`config.mk`:
```
export PLATFORM = sky130hd
export DESIGN_NAME = burst_colseq
export DESIGN_NICKNAME = d
export VERILOG_FILES = /design/src/rtl/burst_colseq_pkg.sv /design/src/rtl/burst_seq_ctrl.sv /design/src/rtl/burst_col_map.sv /design/src/rtl/burst_colseq.sv
export SDC_FILE = /design/constraint.sdc
export NUM_CORES = 1
export LEC_CHECK = 0
export BUFFER_PORTS_ARGS = -buffer_cell sky130_fd_sc_hd__buf_2
export CAP_MARGIN = 15
export CORE_MARGIN = 2
export CORE_UTILIZATION = 48
export DETAILED_ROUTE_END_ITERATION = 8
export PLACE_DENSITY = 0.84
export SLEW_MARGIN = 30
export SYNTH_ARGS = -nofsm -noshare
export SYNTH_HDL_FRONTEND = slang
export SYNTH_SLANG_ARGS = --single-unit
```
`constraint.sdc`:
```
create_clock -name clk -period 1.8 [get_ports clk]
set_clock_uncertainty 0.05 [all_clocks]
set_input_delay 0.18 -clock clk [delete_from_list [all_inputs] [get_ports clk]]
set_output_delay 0.18 -clock clk [all_outputs]
set_load 0.01 [all_outputs]
```
`src/rtl/burst_colseq_pkg.sv`:
```
package burst_colseq_pkg;

  localparam int ORD_W  = 3;
  localparam int BEAT_W = 3;

  // Offset of beat k inside the ordering field, from start offset s.
  function automatic logic [ORD_W-1:0] beat_offset(
    input logic [ORD_W-1:0]  s,
    input logic [BEAT_W-1:0] k,
    input logic              len8,
    input logic              ilv
  );
    logic [ORD_W-1:0] r;
    if (ilv) begin
      r = len8 ? (s ^ k) : {s[2], s[1:0] ^ k[1:0]};
    end else begin
      r[1:0] = s[1:0] + k[1:0];
      r[2]   = len8 ? (s[2] ^ k[2]) : s[2];
    end
    return r;
  endfunction

  function automatic logic length_supported(input logic [3:0] l);
    return (l == 4'd4) || (l == 4'd8);
  endfunction

  function automatic logic [BEAT_W-1:0] final_beat(input logic len8);
    return len8 ? 3'd7 : 3'd3;
  endfunction

endpackage

```
`src/rtl/burst_seq_ctrl.sv`:
```
module burst_seq_ctrl
  import burst_colseq_pkg::*;
#(
  parameter int COL_W = 10,
  parameter int LEN_W = 4
) (
  input  logic                clk,
  input  logic                rst_n,
  input  logic                start_i,
  input  logic [LEN_W-1:0]    len_i,
  input  logic                btype_i,
  input  logic [COL_W-1:0]    start_col_i,
  output logic                active_o,
  output logic [BEAT_W-1:0]   beat_o,
  output logic                len8_o,
  output logic                ilv_o,
  output logic [COL_W-1:0]    base_o,
  output logic                last_o,
  output logic                accept_o,
  output logic                go_o,
  output logic                collide_o,
  output logic                err_o
);

  logic len_good;

  assign len_good = length_supported(len_i[3:0]) &&
                    ((LEN_W <= 4) || (len_i >> 4) == '0);
  assign last_o   = active_o && (beat_o == final_beat(len8_o));
  assign accept_o = start_i && (!active_o || last_o);
  assign go_o     = accept_o && len_good;

  always_ff @(posedge clk or negedge rst_n) begin
    if (!rst_n) begin
      active_o  <= 1'b0;
      beat_o    <= '0;
      len8_o    <= 1'b0;
      ilv_o     <= 1'b0;
      base_o    <= '0;
      collide_o <= 1'b0;
      err_o     <= 1'b0;
    end else begin
      collide_o <= start_i && active_o && !last_o;
      err_o     <= accept_o && !len_good;
      if (go_o) begin
        active_o <= 1'b1;
        beat_o   <= '0;
        len8_o   <= (len_i[3:0] == 4'd8);
        ilv_o    <= btype_i;
        base_o   <= start_col_i;
      end else if (last_o) begin
        active_o <= 1'b0;
        beat_o   <= '0;
      end else if (active_o) begin
        beat_o   <= beat_o + 1'b1;
      end
    end
  end

endmodule

```
`src/rtl/burst_col_map.sv`:
```
module burst_col_map
  import burst_colseq_pkg::*;
#(
  parameter int COL_W = 10
) (
  input  logic              active_i,
  input  logic [BEAT_W-1:0] beat_i,
  input  logic              len8_i,
  input  logic              ilv_i,
  input  logic [COL_W-1:0]  base_i,
  output logic [COL_W-1:0]  col_o
);

  localparam int UP_W = COL_W - ORD_W;

  logic [ORD_W-1:0] offset;

  assign offset = beat_offset(base_i[ORD_W-1:0], beat_i, len8_i, ilv_i);

  generate
    if (UP_W > 0) begin : g_upper
      assign col_o = active_i ? {base_i[COL_W-1:ORD_W], offset} : '0;
    end else begin : g_no_upper
      assign col_o = active_i ? offset[COL_W-1:0] : '0;
    end
  endgenerate

endmodule

```
`src/rtl/burst_colseq.sv`:
```
module burst_colseq
  import burst_colseq_pkg::*;
#(
  parameter int COL_W = 10,
  parameter int LEN_W = 4
) (
  input  logic             clk,
  input  logic             rst_n,
  input  logic             start_i,
  input  logic [LEN_W-1:0] len_i,
  input  logic             btype_i,
  input  logic [COL_W-1:0] start_col_i,
  output logic [COL_W-1:0] col_o,
  output logic             valid_o,
  output logic             last_o,
  output logic             collide_o,
  output logic             err_o
);

  logic              active_w;
  logic [BEAT_W-1:0] beat_w;
  logic              len8_w;
  logic              ilv_w;
  logic [COL_W-1:0]  base_w;
  logic              accept_w;
  logic              go_w;

  burst_seq_ctrl #(.COL_W(COL_W), .LEN_W(LEN_W)) u_ctrl (
    .clk         (clk),
    .rst_n       (rst_n),
    .start_i     (start_i),
    .len_i       (len_i),
    .btype_i     (btype_i),
    .start_col_i (start_col_i),
    .active_o    (active_w),
    .beat_o      (beat_w),
    .len8_o      (len8_w),
    .ilv_o       (ilv_w),
    .base_o      (base_w),
    .last_o      (last_o),
    .accept_o    (accept_w),
    .go_o        (go_w),
    .collide_o   (collide_o),
    .err_o       (err_o)
  );

  burst_col_map #(.COL_W(COL_W)) u_map (
    .active_i (active_w),
    .beat_i   (beat_w),
    .len8_i   (len8_w),
    .ilv_i    (ilv_w),
    .base_i   (base_w),
    .col_o    (col_o)
  );

  assign valid_o = active_w;

endmodule

```
# == Yosys cells after proc, flatten, opt, wreduce, memory -nomap -nowiden ==
# Cells that the tools add are included.
# op_classes
mux,10
n_eq_ne,3
bitwise,3
n_addsub,2
n_reduce_logical,13
# op_table
cell,n
3-bit 2-to-1 mux,6
10-bit 2-to-1 mux,1
1-bit logical AND,6
"4-bit by 3-bit equality test with 1-bit output, second input constant",1
"4-bit equality test, second input constant",1
"3-bit by 1-bit adder with 3-bit output, second input constant",1
3-bit equality test,1
1-bit zero test,3
1-bit 2-to-1 mux,3
3-bit nonzero test,1
3-bit bitwise XOR,1
2-bit adder,1
1-bit logical OR,2
2-bit nonzero test,1
2-bit bitwise XOR,1
1-bit bitwise XOR,1
# word_totals
regBits,18
in_bits,18
output_inout_bits,14
word_cells,38

# == Depth between registers and ports, before layout ==
# Gate-level depths: netlist of run 1.
# logic_depth
depth_word,7
ltp_mapped,6
ltp_nobuf,5

# == Cells and area by module ==
# From an unflattened synthesis of run 1, not the netlist that was laid out.
# hier_totals
hier_cells,76
area_unflattened_um2,937.1
# by_module_without_submodules
mod,seq_area_each_um2,cells_each,area_each_um2,instances
burst_seq_ctrl,450.4,60,825.8,1
burst_col_map,0.0,16,111.4,1

# == Worst setup path before layout of run 1 ==
# OpenSTA, ideal clock, no wires.
# synth_timing
path_kind,register -> register
start,register u_ctrl.beat_o[2]
end,register u_ctrl.base_o[0]
setup_time_ns,0.125
required_time_ns,1.625
path_stages_with_launch,6
path_buffers,1
path_slack_ns,0.168
synth_period_minus_slack_ns,1.632
arrival_time_ns,1.457
path_cell_list,dfrtp_1 xor2_1 o21ai_2 nor2b_4 buf_12 mux2_4
# synth_between
elab_chain_len,5
# synth_rtl
element,line,text
from (decl),burst_seq_ctrl.sv:14,"output logic [BEAT_W-1:0] beat_o,"
from (signal assigned),burst_seq_ctrl.sv:55,beat_o <= beat_o + 1'b1;
3-bit equality test,burst_seq_ctrl.sv:29,assign last_o = active_o && (beat_o == final_beat(len8_o));
1-bit logical AND,burst_seq_ctrl.sv:29,
1-bit logical OR,burst_seq_ctrl.sv:30,assign accept_o = start_i && (!active_o || last_o);
1-bit logical AND,burst_seq_ctrl.sv:30,
1-bit logical AND,burst_seq_ctrl.sv:31,assign go_o = accept_o && len_good;
to (signal assigned),burst_seq_ctrl.sv:50,base_o <= start_col_i;
to (decl),burst_seq_ctrl.sv:17,"output logic [COL_W-1:0] base_o,"
# No other way between the ends.
# A chain may end at the register's enable or synchronous reset.

# == Worst setup path after layout of run 1 ==
# layout_timing
start,register u_ctrl.beat_o[0]
end,output port col_o[1]
# layout_between
elab_chain_len,3
# layout_rtl
element,line,text
2-bit adder,burst_colseq_pkg.sv:17,r[1:0] = s[1:0] + k[1:0];
3-bit 2-to-1 mux,burst_colseq_pkg.sv:14,if (ilv) begin
10-bit 2-to-1 mux,burst_col_map.sv:22,"assign col_o = active_i ? {base_i[COL_W-1:ORD_W], offset} : '0;"
to (decl),burst_colseq.sv:13,"output logic [COL_W-1:0] col_o,"
# No other way between the ends.

==> impl_metrics.tcl, run 1 <==
set metrics [dict create \
    status "finished, final reports clean" \
    num_vias 668 \
    clkSinkCount 18 \
    fin_tns_setup_ns 0 \
    io-pin-count 32 \
    end_kind "output pin" \
    synth_edf_count 0 \
    grt_first_pass_wirelength_mm 2.62 \
    crit_required_ns 1.57 \
    ys_ff_latch 18 \
    avgViaCountPerCell 4.84 \
    area_growth_pct 26.2 \
    peakVddDrop_v 0.000868 \
    mappedNetlistArea_sq_um 940 \
    worstSetupStartpointType "flip-flop" \
    cp_slowest_cell "dfrtp_1" \
    crit_chain "ha_1 -> nor2b_1 -> xnor2_1 -> and2_1 -> buf_2" \
    final_cell_mix "31 x buf_2, 18 x dfrtp_1, 10 x mux2_4, 9 x and2_1, 5 x nand2_1" \
    die_w_um 48.2 \
    ys_warn_count 0 \
    path_delay_family "flip-flops" \
    grt_usage_pct 16.7 \
    crit_type "reg -> out" \
    swShare_pct 33.4 \
    wirelength_mm 1.75 \
    finalMaxSlewViolations 0 \
    coreArea_sq_mm 0.00190 \
    drtPass1Iterations 4 \
    ys_seq_area_share_pct 47.9 \
    cts_tree "yes" \
    maxCapViolations 0 \
    final_nets 132 \
    worstReg2RegEnd "u_ctrl.base_o[7]" \
    dieArea_sq_mm 0.00233 \
    diodes 0 \
    dp_hpwl_mm 1.30 \
    worstMarginPinSlew_ns 0.398 \
    rows 16 \
    finalSetupViolations 0 \
    fmax_mhz 599 \
    syn_nets 94 \
    port_buffers 31 \
    htree_num_levels 1 \
    post_cts_buffers 0 \
    fillers 148 \
    wire_per_inst_um 12.7 \
    pwr-share-comb_pct 45.9 \
    seq_power_share_pct 39.9 \
    worstPathArrival_ns 1.44 \
    post-route-period-util_pct 92.7 \
    clockRootBuffer "clkbuf_4" \
    final_common_cell "buf_2" \
    async_flop_share_pct 100 \
    hp-class "in -> reg" \
    worstPathMaxFanout 4 \
    hold_path_end "u_ctrl.collide_o" \
    hold_viol_final 0 \
    gr-total-overflow 0 \
    drtAntennaViolNets 0 \
    initial_core_util_pct 49.4 \
    drtIter0Drc 15 \
    power.internal_mw 1.17 \
    timing.rr.start "u_ctrl.beat_o[1]" \
    rsz0062_at_grt "no" \
    synth_cells 74 \
    path_buf_inv 1 \
    r2r_cells 6 \
    path_clk_slew_ns 0.10 \
    power.share.clock_pct 14.1 \
    regToRegSetupSlack_ns 0.17 \
    grt_pass1_vias 621 \
    instances_no_fill 138 \
    holdPathStages 3 \
    synthFlopType "dfrtp_1" \
    antenna_found_initial 0 \
    synth_cell_types 29 \
    cp_slowest_stage_delay_ns 0.42 \
    grt_max_degree 19 \
    relSlewSlack_pct 73.5 \
    die_h_um 48.2 \
    clockBufferDepth 2 \
    pwr_density_cell_mw_per_mm2 1480 \
    drc 0 \
    syn_area_per_cell_sq_um 12.7 \
    regArea_sq_um 450 \
    netSwitchingPower_uw 587 \
    cts_buffers 3 \
    min_period_ns 1.67 \
    min_from "start_i" \
    drive_gt1_share_pct 49.5 \
    clk_latency_ns 0.30 \
    gp_congestion 0.706 \
    dp.cells 133 \
    p_leak_nw 0.599 \
    multi_input_area_sq_um 454 \
]
[cells by family (layout without fill, tap and decap cells)]
kind of cell,count (synthesis),count (layout),share of synthesized area (%)
and+or+nand+nor,24,24,16.6
DFF,18,18,47.9
muxes,12,12,18.2
AOI/OAI and AO/OA,9,9,7.06
buffers and inverters,5,42,3.73
xor gates and xnor gates,4,4,3.73
adders and majority gates,2,2,2.66
[area by class of cell]
cell class | instances | area share, %
multi-input cells | 51 | 38.3
flip-flops and latches | 18 | 38.0
repair buffers | 35 | 16.9
clock buffers | 4 | 3.06
well taps | 27 | 2.85
inverters | 3 | 0.949
[per-layer routing]
metal  wire, um  GRT usage [%]
met5          0              0
met4          8           4.86
met3         91           5.56
met2        897           28.7
met1        752           19.6
[worst max-delay path by stage]
stage | cells past startpoint | end | slack (ns) | start
floorplan | 5 | u_ctrl.base_o[0] | 0.17 | u_ctrl.beat_o[2]
global placement | 6 | u_ctrl.base_o[7] | 0.19 | len_i[1]
detailed placement | 6 | u_ctrl.base_o[7] | 0.16 | len_i[1]
CTS | 5 | col_o[1] | 0.12 | u_ctrl.beat_o[0]
global route | 5 | col_o[1] | 0.02 | u_ctrl.beat_o[0]
finish | 5 | col_o[1] | 0.13 | u_ctrl.beat_o[0]
[sequential cells by signal (all words and copies together) (netlist names)]
register	cells
u_ctrl.err_o	1
u_ctrl.len8_o	1
u_ctrl.base_o	10
u_ctrl.beat_o	3
u_ctrl.collide_o	1
u_ctrl.ilv_o	1
u_ctrl.active_o	1
[cell usage after synthesis, types with 2 or more instances]
cell / n / area [sq um]
o21ai_0: 2 / 10.0
dfrtp_1: 18 / 450
nand2_1: 5 / 18.8
inv_1: 3 / 11.3
and2_1: 9 / 56.3
mux2_4: 10 / 150
xnor2_1: 3 / 26.3
ha_1: 2 / 25.0
nand3b_1: 2 / 15.0
[power by group through the flow]
stage	clock network (mW)	registers, mW	logic, mW
after floorplan	0	0.701	0.534
after global placement	0	0.697	0.791
after detailed placement	0	0.704	0.808
after CTS	0.257	0.700	0.819
after global routing	0.275	0.724	0.902
final	0.248	0.701	0.807
[metrics by stage]
step / worst slack [ns] / utilization, % / total power, mW / hold slack, ns / instance area [sq um]
2_1_floorplan: 0.168 / - / 1.23 / -0.166 / 940
3_3_place_gp: 0.193 / 59.9 / 1.49 / 0.0737 / 1140
3_5_place_dp: 0.158 / 59.9 / 1.51 / 0.0804 / 1140
4_1_cts: 0.116 / 62.4 / 1.78 / 0.0385 / 1190
5_1_grt: 0.0230 / 62.4 / 1.90 / 0.0394 / 1190
6_report: 0.131 / 62.4 / 1.76 / 0.0439 / 1190
[worst min-delay path, cell delays in order]
cell	delay [ns]
buf_2	0.11
inv_1	0.04
nor2_1	0.03
[repair_timing]
action                    in CTS  in global routing
hold endpoints to repair      18                  0
hold buffers                   1                  0
gates resized for setup        0                  0
Power figures use the tool's default switching activity.
==> run 2: changes to the inputs <==
==> constraint.sdc (replaced) <==
create_clock -name clk -period 1.8 [get_ports clk]
set_clock_uncertainty 0.05 [all_clocks]
set_input_delay 0 -clock clk [delete_from_list [all_inputs] [get_ports clk]]
set_output_delay 0 -clock clk [all_outputs]
set_load 0.01 [all_outputs]
==> run 2 against run 1 <==
Final area rose by 14%. Setup slack got worse by 0.095 ns. Critical path depth rose by 2. Worst hold slack improved by 0.071 ns. Core utilization rose by 8.7 points. Critical path type is now in -> reg. Cell count rose by 12%. Non-clock buffer count rose by 17. Via count rose by 15%. Sequential power rose by 0.7%. Fmax fell by 5.4%.
==> impl_metrics.tcl, run 2 (synthesis gave the netlist of run 1 again) <==
set metrics [dict create \
    setup_slack_ns 0.0361 \
    gp_congestion 0.684 \
    clkSinkCount 18 \
    die_w_um 48.2 \
    num_vias 767 \
    wire_per_inst_um 14.7 \
    area_growth_pct 43.8 \
    worstPathMaxFanout 7 \
    clockRootBuffer "clkbuf_4" \
    maxCapViolations 0 \
    status "finished, final reports clean" \
    clockBufferDepth 2 \
    worstMarginPinSlew_ns 0.419 \
    startpoint "len_i[0]" \
    timing.rr.start "u_ctrl.beat_o[0]" \
    finalSetupViolations 0 \
    cts_buffers 3 \
    end_kind "flip-flop" \
    relSlewSlack_pct 72.1 \
    final_common_cell "buf_2" \
    fmax_mhz 567 \
    worstSetupStartpointType "input pin" \
    finalMaxSlewViolations 0 \
    grt_first_pass_wirelength_mm 3.11 \
    drtIter0Drc 13 \
    worstPathArrival_ns 1.89 \
    path_clk_slew_ns 0.10 \
    hold_viol_final 0 \
    post-route-period-util_pct 98.0 \
    port_buffers 31 \
    largest_reg_flops 10 \
    htree_num_levels 1 \
    diodes 0 \
    final_cell_mix "31 x buf_2, 18 x dfrtp_1, 17 x dlygate4sd3_1, 10 x mux2_4, 9 x and2_1" \
    avgViaCountPerCell 4.95 \
    io-pin-count 32 \
    dp_hpwl_mm 1.41 \
    peakVddDrop_v 0.000717 \
    crit_required_ns 1.93 \
    grt_usage_pct 19.9 \
    fin_tns_setup_ns 0 \
    fillers 129 \
    drtAntennaViolNets 0 \
    largest-register "u_ctrl.base_o" \
    grt_pass1_vias 733 \
    pwr_density_cell_mw_per_mm2 1330 \
    antenna_found_initial 0 \
    dieArea_sq_mm 0.00233 \
    final_area_sq_mm 0.00135 \
    coreArea_sq_mm 0.00190 \
    drc 0 \
    placed_area_sq_mm 0.00113 \
    die_h_um 48.2 \
    top_regs "u_ctrl.base_o (10), u_ctrl.beat_o (3)" \
    drtPass1Iterations 4 \
    drive_gt1_share_pct 43.8 \
    hp-class "in -> async" \
    place_ws_ns 0.140 \
    crit_type "in -> reg" \
    grt_max_degree 19 \
    min_period_ns 1.76 \
    wirelength_mm 2.28 \
    p_leak_nw 0.672 \
    rows 16 \
    gr-total-overflow 0 \
    clk_latency_ns 0.29 \
    initial_core_util_pct 49.4 \
    cts_tree "yes" \
    rsz0062_at_grt "no" \
    final_nets 149 \
]
[run 2: cell types whose count changed in the layout (fill, tap and decap cells not counted)]
cell           delta
nor3b_4           +1
dlygate4sd3_1    +16
nor3b_2           -1
buf_6             +1
buf_4             +1
buf_12            -1
[run 2: power breakdown]
part           total, mW  internal [mW]  switching [mW]
Combinational      0.850          0.481           0.369
Sequential         0.706          0.585           0.121
Clock              0.242          0.123           0.119
Total               1.80           1.19           0.609
[run 2: worst max-delay path, stage by stage]
cell and delay (ns):
dlygate4sd3_1 0.55, buf_2 0.15, nor3b_4 0.22, or2b_4 0.34
nor2b_4 0.14, buf_6 0.16, mux2_2 0.33
[run 2: layer usage]
metal / vias up / wire, um / GRT usage, %
li1: 362 / - / -
met1: 369 / 940 / 23.3
met2: 26 / 1220 / 35.0
met3: 10 / 76 / 4.07
met4: 0 / 45 / 8.11
met5: - / 0 / 0
[run 2: final timing paths]
| check | endpoint | slack (ns) | depth (start not counted) |
|---|---|---|---|
| min in group clk | u_ctrl.base_o[3] | 0.43 | 3 |
| worst min-delay path | u_ctrl.beat_o[1] | 0.11 | 2 |
| worst max-delay path | u_ctrl.base_o[7] | 0.04 | 7 |
| worst min register to register | u_ctrl.base_o[7] | 0.46 | 1 |
| worst max register to register | u_ctrl.base_o[7] | 0.15 | 6 |
| max in group asynchronous | u_ctrl.base_o[7] | 1.29 | 2 |
[run 2: final cells by class]
type	instances	area (sq um)	area share, %
multi-input combinational	51	460	34.1
timing repair buffer	52	359	26.6
sequential	18	450	33.3
clock buffer	4	36.3	2.69
inverter	3	11.3	0.833
tap	27	33.8	2.50
[run 2: metrics by stage]
step | power (mW) | hold slack (ns) | utilization, % | cells
final | 1.80 | 0.115 | 71.1 | 155
after global routing | 1.93 | 0.152 | 71.1 | 155
after CTS | 1.79 | 0.107 | 70.5 | 155
after detailed placement | 1.52 | -0.102 | 59.7 | 134
after global placement | 1.48 | -0.103 | 59.7 | 134
after floorplan | 1.23 | -0.346 | - | 74
[run 2: timing repair]
action | 4_1_cts | 5_1_grt
buffers inserted | 0 | 0
hold buffers | 17 | 0
resized for setup | 0 | 2
hold endpoints to repair | 32 | 0
setup endpoints to repair | 0 | 7
==> run 3: changes to the inputs <==
--- a/config.mk
+++ b/config.mk
@@ -10,8 +10,10 @@
 export CORE_MARGIN = 2
 export CORE_UTILIZATION = 48
 export DETAILED_ROUTE_END_ITERATION = 8
+export MAX_ROUTING_LAYER = met4
 export PLACE_DENSITY = 0.84
 export SLEW_MARGIN = 30
 export SYNTH_ARGS = -nofsm -noshare
 export SYNTH_HDL_FRONTEND = slang
+export SYNTH_HIERARCHICAL = 1
 export SYNTH_SLANG_ARGS = --single-unit
==> run 3 against run 2 <==
Global-route usage shrank 0.20 points. Critical endpoint is now u_ctrl/base_o[8]. Largest power group unchanged. Total power shrank 0.88%. Clock power down 21%. Worst hold slack got worse by 0.068 ns. Critical path type unchanged.
==> impl_metrics.tcl, run 3 <==
set metrics [dict create \
    clockRootBuffer "clkbuf_4" \
    report.power.total_mw 1.78 \
    pwr_density_cell_mw_per_mm2 1330 \
    dp.cells 133 \
    startpoint "len_i[3]" \
    status "finished, final reports clean" \
    mappedNetlistArea_sq_um 933 \
    die_h_um 48.1 \
    final_common_cell "buf_2" \
    placed_area_sq_mm 0.00112 \
    regToRegSetupSlack_ns 0.20 \
    drc 0 \
    clockBufferDepth 2 \
    drive_gt1_share_pct 41.9 \
    drtIter0Drc 9 \
    final_nets 151 \
    crit_type "in -> reg" \
    worstReg2RegEnd "u_ctrl/base_o[7]" \
    fmax_mhz 607 \
    finalMaxSlewViolations 0 \
    initial_core_util_pct 52.4 \
    io-pin-count 32 \
    wire_per_inst_um 12.5 \
    worstSetupStartpointType "input pin" \
    gp_congestion 0.770 \
    syn_nets 95 \
    grt_max_degree 19 \
    largest-register "u_ctrl/base_o" \
    post-route-period-util_pct 91.6 \
    path_clk_slew_ns 0.09 \
    peakVddDrop_v 0.000784 \
    worstPathMaxFanout 11 \
    path_buf_inv 3 \
    coreArea_sq_mm 0.00178 \
    maxCapViolations 0 \
    gr-total-overflow 0 \
    hp-class "in -> reg" \
    p_leak_nw 0.650 \
    r2r_cells 5 \
    avgViaCountPerCell 4.92 \
    drtPass1Iterations 2 \
    antenna_found_initial 0 \
    pwr-share-comb_pct 50.1 \
    wirelength_mm 1.93 \
    path_delay_family "buffers and inverters" \
    crit_chain "dlygate4sd3_1 -> buf_2 -> xor2_1 -> nand2_1 -> nor2_4 -> buf_12 -> mux2_2" \
    top_regs "u_ctrl/base_o (10), u_ctrl/beat_o (3)" \
    cp_num_cells 7 \
    cts_buffers 3 \
    grt_usage_pct 19.7 \
    crit_end "u_ctrl/base_o[8]" \
    synth_cells 75 \
    hold_viol_final 0 \
    drtAntennaViolNets 0 \
    end_kind "flip-flop" \
    syn_area_per_cell_sq_um 12.4 \
    fillers 125 \
    port_buffers 31 \
    grt_pass1_vias 714 \
    fin_tns_setup_ns 0 \
    cp_slowest_cell "dlygate4sd3_1" \
    htree_num_levels 1 \
    area_growth_pct 43.0 \
    crit_required_ns 1.93 \
    swShare_pct 34.5 \
    relSlewSlack_pct 73.7 \
    final_area_sq_mm 0.00134 \
    clk_latency_ns 0.29 \
    worstPathArrival_ns 1.78 \
    min_period_ns 1.65 \
    cp_slowest_stage_delay_ns 0.53 \
    seq_power_share_pct 39.1 \
    power.share.clock_pct 10.7 \
    cts-resized-gates 0 \
    dp_hpwl_mm 1.34 \
    power.internal_mw 1.17 \
    dieArea_sq_mm 0.00231 \
    ys_warn_count 6 \
    num_vias 758 \
    instances_no_fill 154 \
    rows 15 \
    cts_tree "yes" \
    clkSinkCount 18 \
    timing.rr.start "u_ctrl/beat_o[0]" \
    grt_first_pass_wirelength_mm 2.91 \
    worst_hold_slack_ns 0.0466 \
    largest_reg_flops 10 \
    worstMarginPinSlew_ns 0.395 \
    rsz0062_at_grt "no" \
    netSwitchingPower_uw 614 \
    final_cell_mix "31 x buf_2, 18 x dfrtp_1, 17 x dlygate4sd3_1, 10 x and2_1, 9 x mux2_4" \
    finalSetupViolations 0 \
    die_w_um 48.1 \
    diodes 0 \
]
run 3: cell type report:
type	count	area [sq um]	area share [%]
Tap cell	25	31.3	2.34
Sequential cell	18	450	33.7
Timing Repair Buffer	52	368	27.6
Clock buffer	3	22.5	1.69
Multi-Input combinational cell	53	452	33.8
Inverter	3	11.3	0.843
run 3: tightest hold or removal path, stage by stage:
cell and delay [ns]:
buf_2 0.09, nor3b_2 0.04, nand2_1 0.14, nand2_1 0.07
run 3: stage by stage:
stage	setup WS, ns	util (%)
after floorplan	0.229	-
after global placement	0.133	62.9
after detailed placement	0.0658	62.9
after CTS	0.0237	73.8
after global routing	0.113	74.9
final	0.151	74.9
run 3: power groups by stage:
stage	logic, mW	clock network, mW	registers [mW]
after floorplan	0.549	0	0.715
after global placement	0.818	0	0.690
after detailed placement	0.852	0	0.706
after CTS	0.887	0.201	0.697
after global routing	0.980	0.218	0.724
final	0.893	0.191	0.697
run 3: worst min-delay path by stage:
stage                        to  slack (ns)     start  cells past startpoint
2_1_floorplan   u_ctrl/active_o       -0.35     rst_n                      0
3_3_place_gp   u_ctrl/base_o[7]       -0.11     rst_n                      1
3_5_place_dp   u_ctrl/base_o[5]       -0.10     rst_n                      1
4_1_cts         u_ctrl/active_o        0.05  len_i[1]                      4
5_1_grt         u_ctrl/active_o        0.06  len_i[1]                      4
6_report        u_ctrl/active_o        0.05  len_i[1]                      4
run 3: what timing repair did:
item	in CTS	in global routing
setup buffers	0	1
hold buffers	17	0
endpoints found under the setup margin	0	2
endpoints found under the hold margin	32	0
run 3: layer usage:
layer	up-vias	GRT usage [%]	part of all wire (%)
met1	360	21.1	42
met3	4	4.81	4.4
li1	368	-	-
met2	26	33.3	52
met4	0	10.3	1.4
met5	-	-	0
